**config.mk**
```make
export PLATFORM = sky130hd
export DESIGN_NAME = tmr_cc_chan
export DESIGN_NICKNAME = d
export VERILOG_FILES = /design/src/rtl/tmr_cc_pkg.sv /design/src/rtl/tmr_cc_insync.sv /design/src/rtl/tmr_cc_trigsel.sv /design/src/rtl/tmr_cc_pinout.sv /design/src/rtl/tmr_cc_chan.sv
export SDC_FILE = /design/constraint.sdc
export NUM_CORES = 1
export LEC_CHECK = 0
export ABC_AREA = 0
export CORE_ASPECT_RATIO = 2
export CORE_MARGIN = 4
export CORE_UTILIZATION = 43
export CTS_BUF_LIST = sky130_fd_sc_hd__clkbuf_2
export DETAILED_ROUTE_END_ITERATION = 16
export GPL_ROUTABILITY_DRIVEN = 0
export PLACE_DENSITY = 0.83
export SYNTH_ARGS = -nofsm -noshare
export SYNTH_HDL_FRONTEND = slang
export SYNTH_HIERARCHICAL = 1
export SYNTH_SLANG_ARGS = --single-unit
```
**constraint.sdc**
```tcl
create_clock -name clk -period 2.1 [get_ports clk]
set_input_delay 0.21 -clock clk [delete_from_list [all_inputs] [get_ports clk]]
set_output_delay 0.21 -clock clk [all_outputs]
set_load 0.02 [all_outputs]
```
**src/rtl/tmr_cc_pkg.sv**
```systemverilog
package tmr_cc_pkg;
  localparam int MODE_W = 4;

  typedef enum logic [1:0] {
    ACT_NONE = 2'b00,
    ACT_LOW  = 2'b01,
    ACT_HIGH = 2'b10,
    ACT_TGL  = 2'b11
  } cmp_act_e;

  function automatic logic is_capture(input logic [MODE_W-1:0] m);
    return m[3];
  endfunction

  function automatic logic drives_pin(input logic [MODE_W-1:0] m);
    return !m[3] && (m[1:0] != 2'b00);
  endfunction
endpackage

```
**src/rtl/tmr_cc_insync.sv**
```systemverilog
module tmr_cc_insync #(
  parameter int STAGES = 2
) (
  input  logic clk,
  input  logic rst,
  input  logic din,
  output logic rise,
  output logic fall
);
  localparam int LAST = STAGES;

  // sh[STAGES-1] is the synchronised sample, sh[STAGES] the previous one
  logic [LAST:0] sh;

  always_ff @(posedge clk) begin
    if (rst) sh <= '0;
    else     sh <= {sh[LAST-1:0], din};
  end

  assign rise = sh[LAST-1] & ~sh[LAST];
  assign fall = ~sh[LAST-1] & sh[LAST];
endmodule

```
**src/rtl/tmr_cc_trigsel.sv**
```systemverilog
module tmr_cc_trigsel
  import tmr_cc_pkg::*;
#(
  parameter bit HAS_XSRC = 1'b1
) (
  input  logic [MODE_W-1:0] mode,
  input  logic              rise,
  input  logic              fall,
  input  logic              evt,
  output logic              trig
);
  logic edge_trig;

  always_comb begin
    unique case (mode[1:0])
      2'b00:   edge_trig = rise;
      2'b01:   edge_trig = fall;
      default: edge_trig = rise | fall;
    endcase
  end

  generate
    if (HAS_XSRC) begin : g_xsrc
      assign trig = is_capture(mode) && (mode[2] ? evt : edge_trig);
    end else begin : g_pin_only
      logic unused_evt;
      assign unused_evt = evt;
      assign trig = is_capture(mode) && edge_trig;
    end
  endgenerate
endmodule

```
**src/rtl/tmr_cc_pinout.sv**
```systemverilog
module tmr_cc_pinout
  import tmr_cc_pkg::*;
(
  input  logic              clk,
  input  logic              rst,
  input  logic              mode_wr,
  input  logic [MODE_W-1:0] mode_new,
  input  logic [MODE_W-1:0] mode_cur,
  input  logic              match,
  output logic              pin_out,
  output logic              pin_oe
);
  cmp_act_e act;
  assign act = cmp_act_e'(mode_cur[1:0]);

  always_ff @(posedge clk) begin
    if (rst) begin
      pin_out <= 1'b0;
      pin_oe  <= 1'b0;
    end else if (mode_wr) begin
      pin_oe <= drives_pin(mode_new);
      if (!is_capture(mode_new)) pin_out <= mode_new[2];
    end else if (match && !is_capture(mode_cur)) begin
      unique case (act)
        ACT_LOW:  pin_out <= 1'b0;
        ACT_HIGH: pin_out <= 1'b1;
        ACT_TGL:  pin_out <= ~pin_out;
        default:  pin_out <= pin_out;
      endcase
    end
  end
endmodule

```
**src/rtl/tmr_cc_chan.sv**
```systemverilog
module tmr_cc_chan
  import tmr_cc_pkg::*;
#(
  parameter int CNT_W       = 16,
  parameter int SYNC_STAGES = 2,
  parameter bit HAS_XSRC    = 1'b1
) (
  input  logic              clk,
  input  logic              rst,
  input  logic              wr_mode,
  input  logic              wr_gr,
  input  logic [CNT_W-1:0]  wdata,
  input  logic [CNT_W-1:0]  cnt_in,
  input  logic              pin_in,
  input  logic              evt_in,
  output logic [MODE_W-1:0] mode_q,
  output logic [CNT_W-1:0]  gr_q,
  output logic              pin_out,
  output logic              pin_oe,
  output logic              cmp_evt,
  output logic              cap_flag
);
  logic              rise, fall, trig, match;
  logic [MODE_W-1:0] mode_new;

  assign mode_new = wdata[MODE_W-1:0];
  assign match    = (cnt_in == gr_q);

  tmr_cc_insync #(.STAGES(SYNC_STAGES)) u_sync (
    .clk(clk), .rst(rst), .din(pin_in), .rise(rise), .fall(fall)
  );

  tmr_cc_trigsel #(.HAS_XSRC(HAS_XSRC)) u_trig (
    .mode(mode_q), .rise(rise), .fall(fall), .evt(evt_in), .trig(trig)
  );

  tmr_cc_pinout u_pin (
    .clk(clk), .rst(rst), .mode_wr(wr_mode), .mode_new(mode_new),
    .mode_cur(mode_q), .match(match), .pin_out(pin_out), .pin_oe(pin_oe)
  );

  always_ff @(posedge clk) begin
    if (rst) begin
      mode_q   <= '0;
      gr_q     <= '0;
      cmp_evt  <= 1'b0;
      cap_flag <= 1'b0;
    end else begin
      if (wr_mode) mode_q <= mode_new;
      // software write wins over a capture in the same cycle
      if (wr_gr)     gr_q <= wdata;
      else if (trig) gr_q <= cnt_in;
      cap_flag <= trig && !wr_gr;
      cmp_evt  <= match && !is_capture(mode_q);
    end
  end
endmodule

```
**Word level (Yosys, flattened, before mapping)**

Index checks and enable logic that the tools add are counted.

- Register bits: 27
- Logic and storage cells: 39

- Eq/ne operators: 5
- Mux-type cells: 8
- Bitwise logic cells: 6
- Reductions and logical operators: 13

Operator list:

| operator | count |
|---|---|
| $mux W16 | 2 |
| $eq A16 B16 Y1 | 1 |
| $reduce_bool A2 Y1 | 3 |
| $eq A2 B2 Y1 const B | 2 |
| $logic_and A1 B1 Y1 | 4 |
| $mux W1 | 4 |
| $reduce_bool A4 Y1 | 1 |
| $logic_not A1 Y1 | 3 |
| $not A1 Y1 | 3 |
| $pmux W1 S3 | 1 |
| $reduce_and A3 Y1 | 1 |
| $and A1 B1 Y1 | 2 |
| $eq A2 B1 Y1 const B | 1 |
| $logic_not A2 Y1 | 1 |
| $ne A2 B2 Y1 const B | 1 |
| $pmux W1 S2 | 1 |
| $or A1 B1 Y1 | 1 |

**Logic depth before layout (Yosys ltp)**

- Depth in word-level cells: 8
- Depth in mapped cells: 10

**By module**

Netlist, hierarchy kept.

Modules (own cells, without submodules):

| module | instances | cells an instance | area an instance (sq um) | sequential area each (sq um) |
|---|---|---|---|---|
| tmr_cc_chan | 1 | 126 | 1094.8 | 440.4 |
| tmr_cc_pinout | 1 | 18 | 150.1 | 40.0 |
| tmr_cc_insync | 1 | 8 | 91.3 | 60.1 |
| tmr_cc_trigsel | 1 | 5 | 31.3 | 0.0 |

**Worst setup path after synthesis**

No wires, ideal clock.

- Path kind: flip-flop to flip-flop
- Start: register mode_q[0]
- End: register gr_q[2]
- Library setup time: 0.128 ns
- Arrival time: 1.704 ns
- Data required time: 1.972 ns
- Path slack: 0.268 ns
- Cell stages (with the launch flop): 10
- Buffers on the path: 2
- Path through: dfxtp_1 > mux2_1 > o22ai_1 > a21oi_1 > buf_4 > buf_4 > mux2i_1 > nor2_1 > a21oi_1 > nor2_1

- Longest elaborated chain between the ends: 5
- Elaborated cells on any way between the ends: 6
- Those cells by class: eq/ne: 1; mux: 2; reduce/logical: 3

Ends and longest elaborated chain:

| what | RTL line | RTL |
|---|---|---|
| start, declared | tmr_cc_chan.sv:16 | `output logic [MODE_W-1:0] mode_q,` |
| start signal, assigned | tmr_cc_chan.sv:49 | `if (wr_mode) mode_q <= mode_new;` |
| $eq A2 B1 Y1 or $logic_not A2 Y1 (tied branches) | tmr_cc_trigsel.sv:15 | `unique case (mode[1:0])` |
| $pmux W1 S2 (*) | tmr_cc_trigsel.sv:15 |  |
| $mux W1 (*) | tmr_cc_trigsel.sv:24 | `assign trig = is_capture(mode) && (mode[2] ? evt : edge_trig);` |
| $logic_and A1 B1 Y1 (*) | tmr_cc_trigsel.sv:24 |  |
| via trig | tmr_cc_chan.sv:23 | `logic rise, fall, trig, match;` |
| $reduce_bool A2 Y1 (no line) (*) | - |  |
| end signal, assigned | tmr_cc_chan.sv:51 | `if (wr_gr) gr_q <= wdata;` |
| end signal, assigned | tmr_cc_chan.sv:52 | `else if (trig) gr_q <= cnt_in;` |
| end, declared | tmr_cc_chan.sv:17 | `output logic [CNT_W-1:0] gr_q,` |

The timed path passes the listed nets; every way through them passes the cells marked *.
A chain may end at the register's enable or synchronous reset.

**Worst setup path in the final report**

- Start: register mode_q[0]
- End: register gr_q[12]

The elaborated chain is that of the path after synthesis.

==> metrics <==
Crit. End Element flop; Placement Setup Slack 0.3648 ns; Clock Tree Buf Depth 2; initial antenna violation count 0; Seq pwr share 0.541; DP HPWL 2900 µm; Final TNS setup 0 ns; Final Cell Area 2028 µm²; multi-input logic area 774.5 µm²; syn_area_per_cell 8.711 µm²; number of hold-repair buffers added at the cts stage 0; row cnt 28; vias in the first global route 1,337; Total Routing Usage GR 0.1840; 1st-iter DRT viols 36; RR Startpoint mode_q[0]; Final Slew Violations 0; Die Span X 47.88 µm; ys flop type dfxtp_1; # Post-CTS Setup Buffers 0; Routed WL 3602 µm; crit path launch type flop; CP arrival 2.03 ns; Pint 745.1 µW; CTS tree yes; Comb power frac 0.273; worst hold path stage count 2; Yosys Warn Count 6; post_cts resized 0; worst setup path start mode_q[0]; Die H 87.76 µm; Design Power 1.046 mW; final hold violations 0; Die Footprint 4201 µm²; synthesized flop and latch total 27; vias per inst 5.247; worst slew pin tran 0.5104 ns; routed length per instance 14.58 µm; Skew-Pair Late Insertion Delay 0.35 ns; Max VDD drop 376.7 µV; sw frac 0.2878; Non-Filler Instances 247; top-area cell type share of the netlist area 0.3952; max_cap viols 0; first-pass GRT wire length 5727 µm; Clock Skew 0.01382 ns; Final ANT Viol Nets 0; CTS clk-pin slew, worst paths 0.26 ns; Tcrit/Tclk final 0.8384; count of input and output buffers 61; CTS sink count 27; clock buffer count from CTS 3; via count 1,296; Final setup violation count 0; Worst Setup Slack, final 0.3393 ns; worst min path class in2reg; P_leak 0.7377 nW; net switching power 301.1 µW; Worst Min Path Start pin_in; GRT Residual Overflow 0; # diodes 0; initial core utilization 0.4539; Layout Nets 258; Clock Power Share 0.186; H-tree levels 1; clk root buf clkbuf_2; DR DRC count 0; 1st-pass router iterations 4; Register Area 540.5 µm²; Tmin final 1.761 ns; Layout Utilization 0.6732; Fillers 251; EDFF count, synth 0; placed cell areas 2008 µm²; Synth area leaders dfxtp_1 40%, mux2i_1 15%, nor2_1 10%; status finished, final reports clean; Syn-to-layout area delta 48.31%; Core Box Area 3013 µm²; dominant cell type by area after synthesis dfxtp_1; f_max 568.0 MHz; Worst EP required 2.37 ns; Max Fanout on Critical Path 8; synthesized netlist cell count 157; post-synthesis cell type count 21; relative slew slack 0.6587; syn_nets 197; largest net degree at the start of global routing 34; hold slack 0.3806 ns; mapped cell area 1368 µm²; asr flop ratio synth 0; r2r setup slk 0.34 ns; Commonest cells post-synth 38 x nor2_1, 27 x dfxtp_1, 21 x mux2i_1; DP Cell Count 243; most common cell in the synthesized netlist nor2_1; I/O pin count 62; register area share after synthesis 0.3952; critical path class reg2reg; depth of the most critical reg-to-reg path 8; RSZ-0062 raised after global routing no; layout cells sized above 1 0.05069; Power Dens Cells 515.8 nW/µm²
==> layout by cell type, fill, tap and decap left out, drive strengths merged, types with 4 or more instances in the layout <==
cell           instances
nor2b                  5
nor2                  38
inv                    4
nand4                  4
a21oi                 18
clkdlybuf4s50         61
xnor2                 16
nand2b                 4
mux2i                 21
buf                    4
dfxtp                 27
==> per-layer routing <==
| layer | track usage | part of all wire |
|---|---|---|
| met3 | 0.02675 | 0.038 |
| met2 | 0.3378 | 0.58 |
| met5 | 0 | 0 |
| met1 | 0.1902 | 0.36 |
| met4 | 0.07843 | 0.019 |
==> layout make-up <==
type / instances / area share
multi-input cells: 117 / 0.3819
repair buffers: 65 / 0.3159
well taps: 30 / 0.01851
clock inverters: 1 / 0.002468
inverters: 4 / 0.007403
clock buffers: 3 / 0.007403
flip-flops and latches: 27 / 0.2665
==> worst paths after layout <==
| check | endpoint |
|---|---|
| min reg2reg | u_sync/sh[1] |
| max | gr_q[12] |
| min | u_sync/sh[0] |
| max reg2reg | gr_q[12] |
==> state kept, by name (all words and copies together) (netlist names) <==
name,flops
gr_q,16
mode_q,4
u_sync/sh,3
cap_flag,1
cmp_evt,1
u_pin/pin_oe,1
u_pin/pin_out,1
==> logic make-up after synthesis <==
family	share of synthesized area
buffers and inverters	0.04117
adders and majority gates	0.01830
muxes	0.1619
and+or+nand+nor	0.1876
DFF	0.3952
AOI/OAI and AO/OA	0.09333
xor gates and xnor gates	0.1025
==> worst max-delay path, cell delays in order, from the launching register on <==
cell and delay (ns):
dfxtp_1 0.47, mux2_1 0.34, o22ai_1 0.19, a21oi_2 0.10, buf_4 0.19, mux2i_1 0.16
nor2_1 0.06, a21oi_1 0.13, nor2_1 0.05
==> power groups by stage <==
stage | sequential (mW) | clock [mW] | combinational [mW]
floorplan | 0.601 | 0 | 0.107
global placement | 0.574 | 0 | 0.281
detailed placement | 0.575 | 0 | 0.287
CTS | 0.566 | 0.203 | 0.288
global route | 0.571 | 0.224 | 0.310
finish | 0.566 | 0.194 | 0.286
Note: power is estimated with default switching activity, not from simulation.
